$ cat src/rtl/drs_pkg.sv
package drs_pkg;

    typedef enum logic [2:0] {
        CYC_IDLE = 3'd0,
        CYC_REQ  = 3'd1,
        CYC_CAS  = 3'd2,
        CYC_RAS  = 3'd3,
        CYC_PRE  = 3'd4
    } cyc_state_e;

endpackage

$ cat src/rtl/drs_interval.sv
module drs_interval #(
    parameter int REF_PERIOD  = 1560,
    parameter int MAX_BACKLOG = 4
) (
    input  logic clk,
    input  logic rst_n,
    input  logic run,
    input  logic served,
    output logic need,
    output logic miss
);
    localparam int TMR_W = (REF_PERIOD > 2) ? $clog2(REF_PERIOD) : 1;
    localparam int BL_W  = $clog2(MAX_BACKLOG + 2);
    localparam logic [TMR_W-1:0] TMR_LAST = TMR_W'(REF_PERIOD - 1);
    localparam logic [BL_W-1:0]  BL_FULL  = BL_W'(MAX_BACKLOG);

    typedef struct packed {
        logic [TMR_W-1:0] tmr;
        logic [BL_W-1:0]  backlog;
        logic             miss;
    } ivl_t;

    ivl_t s_q, s_d;
    logic tick;

    always_comb begin
        s_d      = s_q;
        s_d.miss = 1'b0;
        tick     = run && (s_q.tmr == TMR_LAST);
        if (!run) begin
            s_d.tmr     = '0;
            s_d.backlog = '0;
        end else begin
            s_d.tmr = tick ? '0 : s_q.tmr + 1'b1;
            if (tick && !served) begin
                if (s_q.backlog == BL_FULL) begin
                    s_d.miss    = 1'b1;
                    s_d.backlog = '0;
                end else begin
                    s_d.backlog = s_q.backlog + 1'b1;
                end
            end else if (!tick && served && (s_q.backlog != '0)) begin
                s_d.backlog = s_q.backlog - 1'b1;
            end
        end
    end

    always_ff @(posedge clk or negedge rst_n) begin
        if (!rst_n) s_q <= '0;
        else        s_q <= s_d;
    end

    assign need = (s_q.backlog != '0);
    assign miss = s_q.miss;

endmodule

$ cat src/rtl/drs_wake.sv
module drs_wake #(
    parameter int PAUSE_CYC = 20000,
    parameter int WAKE_CNT  = 8
) (
    input  logic clk,
    input  logic rst_n,
    input  logic served,
    input  logic restart,
    output logic pause_done,
    output logic wake_need,
    output logic ready
);
    localparam int PS_W = $clog2(PAUSE_CYC + 1);
    localparam int WK_W = $clog2(WAKE_CNT + 1);
    localparam logic [PS_W-1:0] PAUSE_LAST = PS_W'(PAUSE_CYC - 1);
    localparam logic [WK_W-1:0] WAKE_INIT  = WK_W'(WAKE_CNT);

    typedef struct packed {
        logic [PS_W-1:0] pause_cnt;
        logic            pause_done;
        logic [WK_W-1:0] wake_left;
        logic            ready;
    } wake_t;

    wake_t s_q, s_d;

    always_comb begin
        s_d = s_q;
        if (!s_q.pause_done) begin
            if (s_q.pause_cnt == PAUSE_LAST) s_d.pause_done = 1'b1;
            else                             s_d.pause_cnt  = s_q.pause_cnt + 1'b1;
        end
        if (restart)
            s_d.wake_left = WAKE_INIT;
        else if (served && (s_q.wake_left != '0))
            s_d.wake_left = s_q.wake_left - 1'b1;
        s_d.ready = s_d.pause_done && (s_d.wake_left == '0);
    end

    always_ff @(posedge clk or negedge rst_n) begin
        if (!rst_n) begin
            s_q.pause_cnt  <= '0;
            s_q.pause_done <= 1'b0;
            s_q.wake_left  <= WAKE_INIT;
            s_q.ready      <= 1'b0;
        end else begin
            s_q <= s_d;
        end
    end

    assign pause_done = s_q.pause_done;
    assign wake_need  = (s_q.wake_left != '0);
    assign ready      = s_q.ready;

endmodule

$ cat src/rtl/drs_cycle_fsm.sv
module drs_cycle_fsm
    import drs_pkg::*;
#(
    parameter int CAS_LEAD = 2,
    parameter int RAS_LOW  = 6,
    parameter int RAS_PRE  = 4
) (
    input  logic clk,
    input  logic rst_n,
    input  logic want,
    input  logic bus_gnt,
    output logic bus_req,
    output logic cas_act,
    output logic ras_act,
    output logic done
);
    localparam int PH_A   = (CAS_LEAD > RAS_LOW) ? CAS_LEAD : RAS_LOW;
    localparam int PH_MAX = (PH_A > RAS_PRE) ? PH_A : RAS_PRE;
    localparam int PH_W   = $clog2(PH_MAX + 1);
    localparam logic [PH_W-1:0] LEAD_LAST = PH_W'(CAS_LEAD - 1);
    localparam logic [PH_W-1:0] LOW_LAST  = PH_W'(RAS_LOW - 1);
    localparam logic [PH_W-1:0] PRE_LAST  = PH_W'(RAS_PRE - 1);

    typedef struct packed {
        cyc_state_e      st;
        logic [PH_W-1:0] cnt;
    } fsm_t;

    fsm_t s_q, s_d;

    always_comb begin
        s_d  = s_q;
        done = 1'b0;
        case (s_q.st)
            CYC_IDLE: if (want) s_d.st = CYC_REQ;
            CYC_REQ: begin
                if (bus_gnt) begin
                    s_d.st  = CYC_CAS;
                    s_d.cnt = '0;
                end
            end
            CYC_CAS: begin
                if (s_q.cnt == LEAD_LAST) begin
                    s_d.st  = CYC_RAS;
                    s_d.cnt = '0;
                end else begin
                    s_d.cnt = s_q.cnt + 1'b1;
                end
            end
            CYC_RAS: begin
                if (s_q.cnt == LOW_LAST) begin
                    s_d.st  = CYC_PRE;
                    s_d.cnt = '0;
                end else begin
                    s_d.cnt = s_q.cnt + 1'b1;
                end
            end
            CYC_PRE: begin
                if (s_q.cnt == PRE_LAST) begin
                    s_d.st  = CYC_IDLE;
                    s_d.cnt = '0;
                    done    = 1'b1;
                end else begin
                    s_d.cnt = s_q.cnt + 1'b1;
                end
            end
            default: begin
                s_d.st  = CYC_IDLE;
                s_d.cnt = '0;
            end
        endcase
    end

    always_ff @(posedge clk or negedge rst_n) begin
        if (!rst_n) begin
            s_q.st  <= CYC_IDLE;
            s_q.cnt <= '0;
        end else begin
            s_q <= s_d;
        end
    end

    assign bus_req = (s_q.st != CYC_IDLE);
    assign cas_act = (s_q.st == CYC_CAS) || (s_q.st == CYC_RAS);
    assign ras_act = (s_q.st == CYC_RAS);

endmodule

$ cat src/rtl/dram_refresh_seq.sv
module dram_refresh_seq #(
    parameter int PAUSE_CYC   = 20000,
    parameter int WAKE_CNT    = 8,
    parameter int REF_PERIOD  = 1560,
    parameter int MAX_BACKLOG = 4,
    parameter int CAS_LEAD    = 2,
    parameter int RAS_LOW     = 6,
    parameter int RAS_PRE     = 4
) (
    input  logic clk,
    input  logic rst_n,
    input  logic bus_gnt,
    output logic bus_req,
    output logic row_stb_n,
    output logic col_stb_lo_n,
    output logic col_stb_hi_n,
    output logic wr_n,
    output logic out_en_n,
    output logic ready,
    output logic deadline_miss
);
    logic pause_done, wake_need, ref_need;
    logic want, done, cas_act, ras_act;
    logic served_wake, served_ref;

    assign want        = pause_done && (wake_need || ref_need);
    assign served_wake = done && wake_need;
    assign served_ref  = done && !wake_need;

    drs_wake #(
        .PAUSE_CYC (PAUSE_CYC),
        .WAKE_CNT  (WAKE_CNT)
    ) u_wake (
        .clk        (clk),
        .rst_n      (rst_n),
        .served     (served_wake),
        .restart    (deadline_miss),
        .pause_done (pause_done),
        .wake_need  (wake_need),
        .ready      (ready)
    );

    drs_interval #(
        .REF_PERIOD  (REF_PERIOD),
        .MAX_BACKLOG (MAX_BACKLOG)
    ) u_ivl (
        .clk    (clk),
        .rst_n  (rst_n),
        .run    (ready),
        .served (served_ref),
        .need   (ref_need),
        .miss   (deadline_miss)
    );

    drs_cycle_fsm #(
        .CAS_LEAD (CAS_LEAD),
        .RAS_LOW  (RAS_LOW),
        .RAS_PRE  (RAS_PRE)
    ) u_fsm (
        .clk     (clk),
        .rst_n   (rst_n),
        .want    (want),
        .bus_gnt (bus_gnt),
        .bus_req (bus_req),
        .cas_act (cas_act),
        .ras_act (ras_act),
        .done    (done)
    );

    assign row_stb_n    = !ras_act;
    assign col_stb_lo_n = !cas_act;
    assign col_stb_hi_n = !cas_act;
    assign wr_n         = 1'b1;
    assign out_en_n     = 1'b1;

endmodule

$ cat config.mk
export PLATFORM = sky130hd
export DESIGN_NAME = dram_refresh_seq
export DESIGN_NICKNAME = d
export VERILOG_FILES = /design/src/rtl/drs_pkg.sv /design/src/rtl/drs_interval.sv /design/src/rtl/drs_wake.sv /design/src/rtl/drs_cycle_fsm.sv /design/src/rtl/dram_refresh_seq.sv
export SDC_FILE = /design/constraint.sdc
export NUM_CORES = 1
export LEC_CHECK = 0
export BUFFER_PORTS_ARGS = -buffer_cell sky130_fd_sc_hd__buf_4
export CORE_MARGIN = 2
export CORE_UTILIZATION = 60
export CTS_CLUSTER_DIAMETER = 50
export CTS_CLUSTER_SIZE = 16
export DETAILED_ROUTE_END_ITERATION = 16
export HOLD_SLACK_MARGIN = 0.12
export PLACE_DENSITY = 0.86
export SYNTH_ARGS = -nofsm -noshare
export SYNTH_HDL_FRONTEND = slang
export SYNTH_SLANG_ARGS = --single-unit
$ cat constraint.sdc
create_clock -name clk -period 5.78 [get_ports clk]
set_input_delay 0.289 -clock clk [delete_from_list [all_inputs] [get_ports clk]]
set_output_delay 0.289 -clock clk [all_outputs]
set_load 0.005 [all_outputs]
After elaboration in Yosys (flattened, before gate mapping)
Index checks and enable logic that the tools add are counted.
{"block": "classes", "n_addsub": 6, "eq_ne": 16, "n_mux": 24, "bitwise_logic": 3, "reduce_logical": 24}
{"op": "3-bit two-way mux", "count": 10}
{"op": "3-bit case mux with 5 select lines", "count": 2}
{"op": "15-bit by 1-bit adder with 15-bit output (second input constant)", "count": 1}
{"op": "15-bit equality test (second input constant)", "count": 1}
{"op": "14-bit two-way mux", "count": 1}
{"op": "11-bit by 1-bit adder with 11-bit output (second input constant)", "count": 1}
{"op": "11-bit equality test (second input constant)", "count": 1}
{"op": "11-bit two-way mux", "count": 1}
{"op": "3-bit by 2-bit equality test with 1-bit output (second input constant)", "count": 3}
{"op": "3-bit equality test (second input constant)", "count": 3}
{"op": "1-bit logical AND", "count": 9}
{"op": "4-bit two-way mux", "count": 2}
{"op": "2-bit by 1-bit != test with 1-bit output (second input constant)", "count": 4}
{"op": "1-bit two-way mux", "count": 7}
{"op": "3-bit by 1-bit adder with 3-bit output (second input constant)", "count": 2}
{"op": "3-bit by 1-bit equality test with 1-bit output (second input constant)", "count": 2}
{"op": "6-bit two-way mux", "count": 1}
{"op": "3-bit nonzero test", "count": 2}
{"op": "1-bit zero test", "count": 5}
{"op": "5-bit AND reduction", "count": 1}
{"op": "4-bit zero test", "count": 1}
{"op": "2-bit AND reduction", "count": 2}
{"op": "4-bit nonzero test", "count": 1}
{"op": "4-bit by 1-bit subtractor with 4-bit output (second input constant)", "count": 1}
{"op": "other kinds (6)", "count": 9}
{"block": "word_totals", "ff_bits": 42, "in_bits": 3, "output_inout_bits": 8, "wordCells": 82}

Logic depth before layout (Yosys ltp)
Gate-level depths: netlist (run 1).
{"block": "depth", "depth_word": 9, "mapped_depth": 7, "depth_no_buf": 7}

By module
A second synthesis (run 1) with hierarchy kept.
{"block": "hier_totals", "cells_unflattened": 245, "area_unflattened_um2": 2414.8}
{"module": "drs_wake", "n_inst": 1, "cells_per_inst": 93, "area_per_inst_um2": 1007.2, "seq_area_each_um2": 526.8}
{"module": "drs_interval", "n_inst": 1, "cells_per_inst": 95, "area_per_inst_um2": 920.9, "seq_area_each_um2": 375.4}
{"module": "drs_cycle_fsm", "n_inst": 1, "cells_per_inst": 48, "area_per_inst_um2": 432.9, "seq_area_each_um2": 150.1}
{"module": "dram_refresh_seq", "n_inst": 1, "cells_per_inst": 9, "area_per_inst_um2": 53.8, "seq_area_each_um2": 0.0}

Worst setup path after synthesis (run 1)
Ideal clock, no wire load.
{"block": "synth_timing", "path_kind": "register to register", "startpoint": "register u_wake.s_q[6] in the netlist's numbering", "endpoint": "register u_wake.s_q[15] in the netlist's numbering", "setup_time_ps": 123, "arrival_time_ps": 1748, "required_ps": 5657, "setup_slack_ps": 3909, "path_stages_with_launch": 8, "n_path_buf": 0, "period_less_slack_ps": 1871, "cell_sequence": "dfrtp_1 > ha_1 > and4_1 > a41oi_2 > inv_2 > nor2_2 > nand4_1 > xnor2_1"}
{"block": "synth_between", "elab_chain_cells": 3, "elab_cells_between_ends": 4, "cone_classes": "add/sub: 1; eq/ne: 1; bitwise: 1; reduce/logical: 1"}
{"item": "start: declaration", "line_no": "drs_wake.sv:25", "source": "wake_t s_q, s_d;"}
{"item": "parallel branches: the longest is 3 deep, another holds 15-bit by 1-bit adder with 15-bit output"}
Several ways; the timed one is not identified.
A chain may end at the register's enable or synchronous reset.

Worst setup path in the final report (run 1)
Same ends and word-level chain as after synthesis.

==> impl_summary.log, run 1 <==
[metrics] met1 track demand over resource: 27.64%
[metrics] met2 demand-to-capacity share in global routing: 35.61%
[metrics] Seq/Total Area, Yosys: 45.68%
[metrics] run status: finished clean
[metrics] ordered list of cells on the worst path: ha_1, and4_1, a41oi_2, inv_2, nor2_2, nand4_1, xnor2_1
[metrics] Syn Inst Count: 236
[metrics] most common library cell in the layout ignoring fill and taps: sky130_fd_sc_hd__dfrtp_1
[metrics] standard cell with the maximum stage delay on the critical path: sky130_fd_sc_hd__a41oi_2
[metrics] Int Pwr: 0.0004754 W
[metrics] Clk network pwr share: 28.8%
[metrics] via count of the first global-routing pass: 1555
[metrics] top library cells by usage in the layout, fill and taps aside: 41 x sky130_fd_sc_hd__dfrtp_1, 21 x sky130_fd_sc_hd__nor2_1, 18 x sky130_fd_sc_hd__nand2_1, 18 x sky130_fd_sc_hd__xnor2_1, 16 x sky130_fd_sc_hd__nand3_1
[metrics] Final Cycle Share: 36.12%
[metrics] Peak Freq: 479.0 MHz
[metrics] cell count of the worst reg-to-reg path: 7
[metrics] total count of hold-check failures in the final report: 0
[metrics] count of pins over their slew limit: 0
[metrics] Critical Path Source: u_wake.s_q[6]
[metrics] Peak supply drop: 290.4 uV
[metrics] Floorplan Core Area: 3689 sq um
[metrics] Hold/Removal Path Class: input port to flip-flop
[metrics] CP Data Arrival Time: 2270 ps
[metrics] Critical Path Max Stage Delay: 420 ps
[metrics] predominant post-synthesis flop cell: sky130_fd_sc_hd__dfrtp_1
[metrics] count of flip-flops with a built-in enable after synthesis: 0
[metrics] power density over the cells: 269.7 nW/um^2
[metrics] total half-perimeter wirelength after legalization and detailed placement: 2.956 mm
[metrics] share of the core filled with cells in the final layout: 67.20%
[metrics] Critical R2R Launch: u_wake.s_q[6]
[metrics] remaining number of nets flagged by the antenna check after routing: 0
[metrics] max-cap violation count: 0
[metrics] Post-layout nets: 257
[metrics] largest fanout on the critical path: 9
[metrics] unrepaired setup endpoints after global routing: no
[metrics] final number of setup-violating endpoints: 0
[metrics] worst skew pair latency: 300 ps
[metrics] ratio of routed vias to standard cells: 5.809
[metrics] fraction of layout cells with a size suffix above 1: 9.388%
[metrics] global routing met3 resource utilization: 4.600%
[metrics] area share of the leading cell type in the synthesized netlist: 44.54%
[metrics] maximum number of pins on one net before global-route repair: 43
[metrics] accumulated negative setup slack: 0 ps
[metrics] via total after detailed routing: 1702
[metrics] Layout fillers: 298
[metrics] drt total wl: 4.190 mm
[metrics] clock root buffer master: sky130_fd_sc_hd__clkbuf_8
[metrics] area of the multi-input gates: 1160 sq um
[metrics] global-route wire length before repair: 7.065 mm
[metrics] Cell Area, Synth: 2303 sq um
[metrics] cell types occupying the most area after synthesis: sky130_fd_sc_hd__dfrtp_1 45%, sky130_fd_sc_hd__xnor2_1 6.8%, sky130_fd_sc_hd__ha_1 5.4%
[metrics] DRC marker count from the first detailed-route iteration: 96
[metrics] critical path startpoint category: flip-flop
[metrics] total die area: 4351 sq um
[metrics] type of element capturing the critical path: flip-flop
[metrics] Avg Cell Area, Syn: 9.760 sq um
[metrics] Clock Sinks: 42
[metrics] antenna violations before repair: 0
[metrics] first drt pass iteration count: 5
[metrics] worst-case register-to-register setup slack: 3690 ps
[metrics] setup skew after layout: 8.253 ps
[metrics] Leak: 1.049 nW
[metrics] Resized Gates After CTS: 0
[metrics] Antenna Diode Count: 0
[metrics] initial cell density of the core: 62.45%
[metrics] critical path start-end classification: flip-flop to flip-flop
[metrics] total congestion overflow after global routing: 0
[metrics] layer carrying the most global-route usage: met2
[metrics] number of I/O pins: 11
[metrics] number of H-tree levels: 2
[metrics] DR DRC count: 0
[metrics] worst max-slew margin expressed relative to the limit: 57.27%
[metrics] slew at the pin closest to its max-slew limit: 635.6 ps
[metrics] largest area contributor in the netlist: sky130_fd_sc_hd__dfrtp_1
[metrics] clock transition at the registers of the reported paths: 70 ps
[metrics] final weighted congestion of routability-driven global placement: 0.8507
[metrics] CP endpoint: u_wake.s_q[15]
[metrics] final std cell area, no fill: 2479 sq um
[metrics] TritonCTS clock tree: done
[metrics] number of buffers between clock root and the deepest sink: 2
[metrics] share of total power in combinational logic: 19.8%
[metrics] number of distinct library cell variants in the gate-level netlist after synthesis: 50
[metrics] total net switching power: 0.0001930 W
[metrics] die outline height: 65.96 um
[metrics] count of buffers from port buffering: 8
[metrics] post-synthesis async set-or-reset flop share: 100.0%
[metrics] area of placed instances: 2377 sq um
[metrics] sequential fraction of design power: 51.3%
[metrics] number of standard-cell rows in the floorplan: 22
[metrics] Top Family by Delay on Critical Path: simple AND/OR/NAND/NOR gates
[metrics] endpoint of the worst-slack reg-to-reg timing path: u_wake.s_q[15]
[metrics] area grow syn2layout: 7.605%
[metrics] Worst Path Buf+Inv: 1
[metrics] minimum clock period: 2088 ps
[metrics] Storage cell area: 1052 sq um
[metrics] logic depth of the worst setup path including buffers: 7
[metrics] post-synthesis register bit count: 42
[metrics] worst endpoint required time: 5960 ps
[metrics] GRT Util Overall: 21.62%
[metrics] count of yosys warnings during synthesis: 0
[metrics] die outline width: 65.96 um
[metrics] post-CTS repair timing setup buffer count: 0
[metrics] Switching Share: 28.87%
[metrics] routed len/inst: 14.30 um
[metrics] Num CTS Buffers: 5
## metal layers
metal | vias to the layer above | share of wire (%)
met1 | 830 | 46
met2 | 29 | 50
met3 | 4 | 3.4
li1 | 839 | -
met5 | - | 0
met4 | 0 | 0.86
## sequential cells by signal (all words and copies together) (netlist names)
name,cells
u_ivl.s_q,14
u_wake.s_q,19
u_fsm.s_q,6
u_wake.ready,1
u_wake.pause_done,1
u_ivl.miss,1
## area by class of cell
cell class / count / area share [%]
tap: 48 / 2.423
clock buffer: 7 / 3.483
inverter: 12 / 1.817
clock inverter: 1 / 0.2019
sequential: 42 / 42.45
multi-input combinational: 174 / 46.79
timing repair buffer: 9 / 2.827
## power groups by stage
stage                     registers [W]  clock network, W  logic (W)
after floorplan                0.000328                 0   0.000109
after global placement         0.000348                 0   0.000127
after detailed placement       0.000348                 0   0.000132
after CTS                      0.000343          0.000199   0.000134
after global routing           0.000346          0.000211   0.000150
final                          0.000343          0.000193   0.000132
## logic make-up (layout without fill, tap and decap cells)
| kind of cell | Yosys count | count (layout) | synth area share, % |
|---|---|---|---|
| AO/OA/AOI/OAI | 26 | 26 | 8.257 |
| XOR/XNOR | 25 | 25 | 9.506 |
| adder cells (fa/ha/maj) | 10 | 10 | 5.432 |
| buffers and inverters | 21 | 29 | 4.128 |
| flip-flops | 42 | 42 | 45.68 |
| multiplexers | 3 | 3 | 1.358 |
| other | 1 | 2 | 0.1628 |
| AND/OR/NAND/NOR | 108 | 108 | 25.48 |
## how the worst min path moves through the flow
stage / start / to / slack (ps) / cells after the start
floorplan: rst_n / u_fsm.s_q[0] / -7 / 0
global placement: rst_n / u_ivl.s_q[2] / 300 / 1
global route: bus_gnt / u_fsm.s_q[1] / 450 / 3
detailed placement: rst_n / u_ivl.s_q[2] / 300 / 1
finish: bus_gnt / u_fsm.s_q[3] / 420 / 4
CTS: bus_gnt / u_fsm.s_q[3] / 420 / 4
## tightest hold or removal path, stage by stage
cell	delay [ps]
sky130_fd_sc_hd__buf_4	90
sky130_fd_sc_hd__nor3_1	40
sky130_fd_sc_hd__o21ai_0	160
sky130_fd_sc_hd__o41ai_1	90
## through the flow
| stage | instances | total power (W) | hold slack (ps) | setup WS, ps |
|---|---|---|---|---|
| after floorplan | 237 | 0.0004372 | -6.591 | 3909 |
| after global placement | 284 | 0.0004749 | 300.9 | 3802 |
| after detailed placement | 284 | 0.0004808 | 297.7 | 3718 |
| after CTS | 293 | 0.0006757 | 417.7 | 3699 |
| after global routing | 293 | 0.0007074 | 451.0 | 3546 |
| final | 293 | 0.0006684 | 423.7 | 3692 |
## Yosys cell counts (3+ instances only)
master and count:
sky130_fd_sc_hd__ha_1 10, sky130_fd_sc_hd__buf_2 4, sky130_fd_sc_hd__nand3_1 16, sky130_fd_sc_hd__nand4b_1 3, sky130_fd_sc_hd__nor4b_1 3, sky130_fd_sc_hd__xor2_1 7, sky130_fd_sc_hd__and3_1 5, sky130_fd_sc_hd__buf_4 3
sky130_fd_sc_hd__nand2_1 18, sky130_fd_sc_hd__inv_1 11, sky130_fd_sc_hd__nor2b_1 6, sky130_fd_sc_hd__dfrtp_1 41, sky130_fd_sc_hd__a211oi_1 3, sky130_fd_sc_hd__nor2_1 21, sky130_fd_sc_hd__xnor2_1 18, sky130_fd_sc_hd__nor3_1 9
sky130_fd_sc_hd__o21ai_0 4, sky130_fd_sc_hd__a21oi_1 4, sky130_fd_sc_hd__nand4_1 8
## what timing repair did
action | CTS | global route
setup endpoints to repair | 0 | 0
hold buffers | 1 | 0
endpoints found under the hold margin | 41 | 0
No activity file was read; power rests on OpenSTA's default activity.
==> run 2, diff against run 1 <==
--- a/config.mk
+++ b/config.mk
@@ -5,6 +5,7 @@
 export SDC_FILE = /design/constraint.sdc
 export NUM_CORES = 1
 export LEC_CHECK = 0
+export ABC_AREA = 1
 export BUFFER_PORTS_ARGS = -buffer_cell sky130_fd_sc_hd__buf_4
 export CORE_MARGIN = 2
 export CORE_UTILIZATION = 60
==> constraint.sdc (replaced) <==
create_clock -name clk -period 2.05 [get_ports clk]
set_input_delay 0.1025 -clock clk [delete_from_list [all_inputs] [get_ports clk]]
set_output_delay 0.1025 -clock clk [all_outputs]
set_load 0.005 [all_outputs]
==> run 2 against run 1 <==
  * Die area is 11% higher
  * Sequential share of layout area fell by 4.4 points
  * Synthesized area increased by 11%
  * Power is 120% higher
  * Cell area up 12%
  * Wire length rose by 18%
  * Clock power grew to 3.4 times the previous value
  * Largest power group unchanged
  * Highest routed layer unchanged
==> impl_summary.log, run 2 <==
[metrics] Post-layout nets: 365 (+42%)
[metrics] cell types occupying the most area after synthesis: sky130_fd_sc_hd__dfrtp_1 40%, sky130_fd_sc_hd__nand2_1 14%, sky130_fd_sc_hd__inv_1 6.6%
[metrics] Floorplan Core Area: 4058 sq um (+10%)
[metrics] count of yosys warnings during synthesis: 0 (unchanged)
[metrics] GRT Util Overall: 21.96% (+0.33 points)
[metrics] slew at the pin closest to its max-slew limit: 537.3 ps (-98.30 ps)
[metrics] number of cells in the design after placement: 394 (+39%)
[metrics] via total after detailed routing: 2146 (+26%)
[metrics] Layout fillers: 342 (+15%)
[metrics] flip-flop count of the largest register after layout: 19 (unchanged)
[metrics] CP Data Arrival Time: 1900 ps (-370 ps)
[metrics] largest fanout on the critical path: 8 (-1)
[metrics] total congestion overflow after global routing: 0 (unchanged)
[metrics] Leak: 1.331 nW (+27%)
[metrics] total count of hold-check failures in the final report: 0 (unchanged)
[metrics] antenna violations before repair: 0 (unchanged)
[metrics] type of element capturing the critical path: flip-flop
[metrics] count of flip-flops with a built-in enable after synthesis: 0 (unchanged)
[metrics] die outline height: 69.40 um (+5.2%)
[metrics] clock transition at the registers of the reported paths: 80 ps (about the same)
[metrics] Antenna Diode Count: 0 (unchanged)
[metrics] Cell Area, Synth: 2566 sq um (+11%)
[metrics] Syn Inst Count: 340 (+44%)
[metrics] critical path startpoint category: flip-flop
[metrics] Peak supply drop: 440.8 uV (+52%)
[metrics] first drt pass iteration count: 4 (-1)
[metrics] TritonCTS clock tree: done
[metrics] top library cells by usage in the layout, fill and taps aside: 97 x sky130_fd_sc_hd__nand2_1, 45 x sky130_fd_sc_hd__inv_1, 41 x sky130_fd_sc_hd__dfrtp_1
[metrics] count of buffers from port buffering: 8 (unchanged)
[metrics] Critical Path Max Stage Delay: 380 ps (-40 ps)
[metrics] number of distinct library cell variants in the gate-level netlist after synthesis: 32 (-36%)
[metrics] share of the core filled with cells in the final layout: 68.18% (+0.98 points)
[metrics] count of pins over their slew limit: 0 (unchanged)
[metrics] ratio of routed vias to standard cells: 5.325 (-8.3%)
[metrics] post-synthesis async set-or-reset flop share: 100.0% (unchanged)
[metrics] max-cap violation count: 0 (unchanged)
[metrics] worst skew pair latency: 300 ps (about the same)
[metrics] Top Family by Delay on Critical Path: simple AND/OR/NAND/NOR gates
[metrics] standard cell with the maximum stage delay on the critical path: sky130_fd_sc_hd__dfrtp_1
[metrics] final standard cell count with taps included and fillers excluded: 403 (+38%)
[metrics] remaining number of nets flagged by the antenna check after routing: 0 (unchanged)
[metrics] post-CTS repair timing setup buffer count: 0 (unchanged)
[metrics] maximum number of pins on one net before global-route repair: 43 (unchanged)
[metrics] top cells by instance count after synthesis: 97 x sky130_fd_sc_hd__nand2_1, 45 x sky130_fd_sc_hd__inv_1, 41 x sky130_fd_sc_hd__dfrtp_1
[metrics] Worst Path Buf+Inv: 4 (+3)
[metrics] total half-perimeter wirelength after legalization and detailed placement: 3.478 mm (+18%)
[metrics] via count of the first global-routing pass: 1958 (+26%)
[metrics] die outline width: 69.40 um (+5.2%)
[metrics] ordered list of cells on the worst path: inv_1, ha_1, inv_1, nor2_1, nand2_1, nor2_1, inv_1, nand2_4, nand2_1, nand2_1, inv_1, nand2_1, nand2_1
[metrics] global-route wire length before repair: 8.569 mm (+21%)
[metrics] drt total wl: 4.952 mm (+18%)
[metrics] number of buffers between clock root and the deepest sink: 2 (unchanged)
[metrics] Clock Sinks: 42 (unchanged)
[metrics] setup skew after layout: 7.593 ps (-0.6596 ps)
[metrics] Final Cycle Share: 83.32% (+47 points)
[metrics] Peak Freq: 585.4 MHz (+22%)
[metrics] minimum clock period: 1708 ps (-379.5 ps)
[metrics] number of I/O pins: 11 (unchanged)
[metrics] area share of the leading cell type in the synthesized netlist: 39.98% (-4.6 points)
[metrics] Hold/Removal Path Class: input port to flip-flop
[metrics] worst endpoint required time: 2250 ps (-3710 ps)
[metrics] accumulated negative setup slack: 0 ps (unchanged)
[metrics] Seq/Total Area, Yosys: 41.00% (-4.7 points)
[metrics] number of buffers inserted for hold repair after clock tree synthesis: 1 (unchanged)
[metrics] fraction of layout cells with a size suffix above 1: 9.348% (-0.039 points)
[metrics] Avg Cell Area, Syn: 7.548 sq um (-23%)
[metrics] DR DRC count: 0 (unchanged)
[metrics] Top cell by count, worst path: sky130_fd_sc_hd__nand2_1
[metrics] Regs by FF count: u_wake.s_q x19, u_ivl.s_q x14, u_fsm.s_q x6
[metrics] final number of setup-violating endpoints: 0 (unchanged)
[metrics] number of standard-cell rows in the floorplan: 23 (+4.5%)
[metrics] number of H-tree levels: 2 (unchanged)
[metrics] Num CTS Buffers: 5 (unchanged)
[metrics] Biggest register: u_wake.s_q
[metrics] initial cell density of the core: 63.24% (+0.79 points)
[metrics] power density over the cells: 542.1 nW/um^2 (+100%)
[metrics] Resized Gates After CTS: 0 (unchanged)
[metrics] DRC marker count from the first detailed-route iteration: 80 (-17%)
[metrics] routed len/inst: 12.29 um (-14%)
[metrics] area grow syn2layout: 7.801%
[metrics] smallest hold slack: 281.9 ps (-141.8 ps)
[metrics] critical path start-end classification: flip-flop to flip-flop
[metrics] worst max-slew margin expressed relative to the limit: 64.18% (+6.9 points)
[metrics] predominant post-synthesis flop cell: sky130_fd_sc_hd__dfrtp_1
[metrics] unrepaired setup endpoints after global routing: no
[metrics] final weighted congestion of routability-driven global placement: 0.8755 (+2.9%)
[metrics] clock root buffer master: sky130_fd_sc_hd__clkbuf_8
[metrics] most frequently used cell type in the post-synthesis netlist: sky130_fd_sc_hd__nand2_1
[metrics] post-synthesis register bit count: 42 (unchanged)
[metrics] largest area contributor in the netlist: sky130_fd_sc_hd__dfrtp_1
[metrics] total die area: 4816 sq um (+11%)
[metrics] most common library cell in the layout ignoring fill and taps: sky130_fd_sc_hd__nand2_1
[metrics] run status: finished clean
## run 2: final timing paths
kind	start	to	slack [ps]	depth (start not counted)
max in group asynchronous	rst_n	u_wake.s_q[4]	1300	2
hold / removal	bus_gnt	u_fsm.s_q[1]	280	6
hold reg to reg	u_ivl.s_q[4]	u_ivl.s_q[4]	510	1
setup reg to reg	u_wake.s_q[1]	u_ivl.s_q[2]	340	13
min in group asynchronous	rst_n	u_wake.s_q[9]	360	2
setup / recovery	u_wake.s_q[1]	u_ivl.s_q[2]	340	13
## run 2: area by class of cell
cell class | count | area (sq um) | share of cell area [%]
Inverter | 47 | 178.9 | 6.468
Tap cell | 50 | 62.56 | 2.261
Timing Repair Buffer | 9 | 70.07 | 2.533
Sequential cell | 42 | 1052 | 38.04
Clock inverter | 3 | 40.04 | 1.447
Clock buffer | 5 | 68.82 | 2.488
Multi-Input combinational cell | 247 | 1294 | 46.77
## run 2: worst register-to-register path, delay by kind of cell (launching register included)
| kind | cells | cell delay (ps) |
|---|---|---|
| flip-flops | 1 | 380 |
| AND/OR/NAND/NOR | 8 | 710 |
| adder cells (fa/ha/maj) | 1 | 180 |
| buffers and inverters | 4 | 310 |
## run 2: through the flow
| step | area, sq um | total power [W] | setup slack, ps |
|---|---|---|---|
| after CTS | 2766 | 0.001514 | 357.1 |
| final | 2766 | 0.001500 | 341.9 |
| after global placement | 2648 | 0.0008645 | 419.9 |
| after detailed placement | 2648 | 0.0008649 | 379.3 |
| after global routing | 2766 | 0.001552 | 98.62 |
| after floorplan | 2570 | 0.0008483 | 546.4 |
## run 2: routing by layer
metal | share of wire [%] | wire length [um] | global-route usage, %
met5 | 0 | 0 | 0
met2 | 47 | 2351 | 35.58
met4 | 1.8 | 89 | 7.625
met1 | 47 | 2347 | 29.07
met3 | 3.3 | 164 | 4.942
## run 2: logic make-up (layout without fill, tap and decap cells)
group	Yosys count	after routing	synth area share (%)
buf+inv	52	64	8.727
other cells	1	2	0.1461
flops	42	42	41.00
simple gates	195	195	33.89
compound gates	23	23	5.558
xor+xnor	17	17	5.802
fa+ha+maj	10	10	4.876
## run 2: power breakdown
group / leakage (nW) / total [W] / internal (W) / switching (W)
Sequential: 0.569 / 0.000828 / 0.000828 / 0
Combinational: 0.704 / 0.0000214 / 0.00000384 / 0.0000175
Clock: 0.0579 / 0.000651 / 0.000359 / 0.000292
Total: 1.33 / 0.00150 / 0.00119 / 0.000310
==> run 3, diff against run 2 <==
--- a/config.mk
+++ b/config.mk
@@ -5,7 +5,7 @@
 export SDC_FILE = /design/constraint.sdc
 export NUM_CORES = 1
 export LEC_CHECK = 0
-export ABC_AREA = 1
+export ABC_AREA = 0
 export BUFFER_PORTS_ARGS = -buffer_cell sky130_fd_sc_hd__buf_4
 export CORE_MARGIN = 2
 export CORE_UTILIZATION = 60
==> constraint.sdc (replaced) <==
create_clock -name clk -period 1.6 [get_ports clk]
set_input_delay 0.08 -clock clk [delete_from_list [all_inputs] [get_ports clk]]
set_output_delay 0.08 -clock clk [all_outputs]
set_load 0.005 [all_outputs]
==> run 3 against run 2 <==
  * The flow now finishes with violations (setup timing)
  * Maximum frequency decreased by 9.3%
  * Register-to-register slack got worse by 630 ps
  * Clock power increased by 14%
  * Core utilization increased by 22 points
  * Via count increased by 6.8%
  * Non-clock buffer count increased by 69
  * Flip-flop and latch count unchanged
  * Clock skew decreased by 0.97 ps
  * Largest power group unchanged
==> impl_summary.log, run 3 (synthesis results as in run 1) <==
[metrics] Layout fillers: 138 (-60%)
[metrics] number of buffers between clock root and the deepest sink: 2 (unchanged)
[metrics] Num CTS Buffers: 5 (unchanged)
[metrics] total half-perimeter wirelength after legalization and detailed placement: 3.789 mm (+8.9%)
[metrics] DR DRC count: 0 (unchanged)
[metrics] top library cells by usage in the layout, fill and taps aside: 69 x sky130_fd_sc_hd__buf_4, 41 x sky130_fd_sc_hd__dfrtp_1, 20 x sky130_fd_sc_hd__nor2_1
[metrics] accumulated negative setup slack: -3783 ps (-3783 ps)
[metrics] count of pins over their slew limit: 0 (unchanged)
[metrics] Peak Freq: 531.0 MHz (-9.3%)
[metrics] Final WS setup: -283.4 ps (-625.3 ps)
[metrics] share of the core filled with cells in the final layout: 90.57% (+22 points)
[metrics] CP Data Arrival Time: 2100 ps (+200 ps)
[metrics] clock transition at the registers of the reported paths: 80 ps (about the same)
[metrics] type of element capturing the critical path: flip-flop
[metrics] DRC marker count from the first detailed-route iteration: 272 (+240%)
[metrics] worst-case register-to-register setup slack: -280 ps (-630 ps)
[metrics] setup skew after layout: 6.625 ps (-0.9685 ps)
[metrics] power density over the cells: 851.6 nW/um^2 (+57%)
[metrics] minimum clock period: 1883 ps (+175.3 ps)
[metrics] maximum number of pins on one net before global-route repair: 43 (unchanged)
[metrics] final weighted congestion of routability-driven global placement: 0.8800 (+0.51%)
[metrics] Biggest register: u_wake.s_q
[metrics] origin of the worst min-delay path: bus_gnt
[metrics] smallest hold slack: 203.4 ps (-78.51 ps)
[metrics] cell count of the worst reg-to-reg path: 6 (-7)
[metrics] number of I/O pins: 11 (unchanged)
[metrics] TritonCTS clock tree: done
[metrics] Post-layout nets: 326 (-11%)
[metrics] Critical R2R Launch: u_ivl.s_q[5]
[metrics] endpoint of the worst-slack reg-to-reg timing path: u_ivl.s_q[1]
[metrics] hold-critical path endpoint: u_fsm.s_q[1]
[metrics] Regs by FF count: u_wake.s_q x19, u_ivl.s_q x14, u_fsm.s_q x6
[metrics] fraction of layout cells with a size suffix above 1: 42.04% (+33 points)
[metrics] worst endpoint required time: 1810 ps (-440 ps)
[metrics] die outline width: 65.96 um (-5.0%)
[metrics] final number of setup-violating endpoints: 25 (+25)
[metrics] total count of hold-check failures in the final report: 0 (unchanged)
[metrics] initial cell density of the core: 62.45% (-0.79 points)
[metrics] antenna violations before repair: 0 (unchanged)
[metrics] area grow syn2layout: 45.03%
[metrics] Peak supply drop: 1063 uV (+140%)
[metrics] routed len/inst: 22.23 um (+81%)
[metrics] run status: complete, but fails checks
[metrics] via total after detailed routing: 2292 (+6.8%)
[metrics] violations in the final reports: setup timing
[metrics] Antenna Diode Count: 0 (unchanged)
[metrics] Hold Path Cell Cnt: 3 (-3)
[metrics] via count of the first global-routing pass: 2138 (+9.2%)
[metrics] drt total wl: 8.046 mm (+62%)
[metrics] most common library cell in the layout ignoring fill and taps: sky130_fd_sc_hd__buf_4
[metrics] number of standard-cell rows in the floorplan: 22 (-4.3%)
[metrics] GRT Util Overall: 31.00% (+9.0 points)
[metrics] clock root buffer master: sky130_fd_sc_hd__clkbuf_8
[metrics] ratio of routed vias to standard cells: 6.331 (+19%)
[metrics] Leak: 1.492 nW (+12%)
[metrics] total die area: 4351 sq um (-9.7%)
[metrics] max-cap violation count: 0 (unchanged)
[metrics] global-route wire length before repair: 10.18 mm (+19%)
[metrics] total congestion overflow after global routing: 0 (unchanged)
[metrics] remaining number of nets flagged by the antenna check after routing: 0 (unchanged)
[metrics] flip-flop count of the largest register after layout: 19 (unchanged)
[metrics] die outline height: 65.96 um (-5.0%)
[metrics] critical path start-end classification: flip-flop to flip-flop
[metrics] Floorplan Core Area: 3689 sq um (-9.1%)
[metrics] Clock Sinks: 42 (unchanged)
[metrics] largest fanout on the critical path: 4 (-4)
[metrics] Hold/Removal Path Class: input port to flip-flop
[metrics] first drt pass iteration count: 5 (+1)
[metrics] unrepaired setup endpoints after global routing: yes
[metrics] number of H-tree levels: 2 (unchanged)
[metrics] slew at the pin closest to its max-slew limit: 539.3 ps (+1.999 ps)
[metrics] critical path startpoint category: flip-flop
[metrics] worst skew pair latency: 310 ps (about the same)
[metrics] count of buffers from port buffering: 8 (unchanged)
[metrics] Final Cycle Share: 117.7% (+34 points)
[metrics] worst max-slew margin expressed relative to the limit: 64.04% (-0.13 points)
run 3: cell count changes in the layout (fill, tap and decap cells not counted), moves of 10 or more:
cell / change
sky130_fd_sc_hd__buf_4: +61
sky130_fd_sc_hd__nand2_1: -81
sky130_fd_sc_hd__xnor2_1: +12
sky130_fd_sc_hd__nand3_1: -10
sky130_fd_sc_hd__nor2_1: -16
sky130_fd_sc_hd__nor3_1: -12
sky130_fd_sc_hd__inv_1: -34
run 3: worst max-delay path, stage by stage, from the launching register on:
cell and delay [ps]:
sky130_fd_sc_hd__dfrtp_1 390, sky130_fd_sc_hd__ha_2 200, sky130_fd_sc_hd__nand4b_1 140, sky130_fd_sc_hd__or4_4 570, sky130_fd_sc_hd__nand4_1 140, sky130_fd_sc_hd__nand3_2 110
sky130_fd_sc_hd__nor4_2 240
run 3: layout make-up:
cell class,count,area [sq um],share of cell area [%]
inverter,12,45.04,1.348
timing repair buffer,78,618.1,18.50
clock buffer,7,86.33,2.584
sequential,42,1052,31.50
tap,48,60.06,1.798
multi-input combinational,174,1474,44.12
clock inverter,1,5.005,0.1498
run 3: through the flow:
stage	setup slack (ps)	instances	power, W	instance area, sq um
final	-283.4	362	0.002845	3341
after global routing	-356.8	362	0.002945	3341
after CTS	-193.7	345	0.002697	3060
after detailed placement	-218.0	330	0.001880	2821
after global placement	-144.9	330	0.001842	2821
after floorplan	-154.7	237	0.001600	2394
run 3: worst max path at each step:
stage	startpoint	endpoint	slack (ps)	depth (start not counted)
3_3_place_gp	u_ivl.s_q[10]	u_ivl.s_q[2]	-140	5
6_report	u_ivl.s_q[5]	u_ivl.s_q[1]	-280	6
5_1_grt	u_ivl.s_q[5]	u_ivl.s_q[1]	-360	6
2_1_floorplan	u_ivl.s_q[10]	u_ivl.s_q[1]	-150	6
4_1_cts	u_ivl.s_q[10]	u_ivl.s_q[2]	-190	5
3_5_place_dp	u_fsm.s_q[0]	u_fsm.s_q[4]	-220	7
run 3: layer usage:
metal / GRT usage, % / part of all wire [%] / vias up
li1: - / - / 985
met1: 37.82 / 40 / 1142
met2: 55.43 / 51 / 131
met3: 4.940 / 5.6 / 34
met4: 10.71 / 3.6 / 0
met5: 0 / 0 / -
run 3: what timing repair did:
item | CTS | global route
gates resized for setup | 22 | 33
gates cloned | 0 | 0
endpoints found under the setup margin | 21 | 35
hold buffers | 1 | 0
buffers inserted | 7 | 18
pin swaps | 15 | 22
hold endpoints to repair | 41 | 0
run 3: power breakdown:
group | total, W | switching, W | internal (W) | leakage (nW)
registers | 0.00118 | 0.0000527 | 0.00112 | 0.561
clock network | 0.000739 | 0.000390 | 0.000349 | 0.0482
logic | 0.000930 | 0.000461 | 0.000469 | 0.883
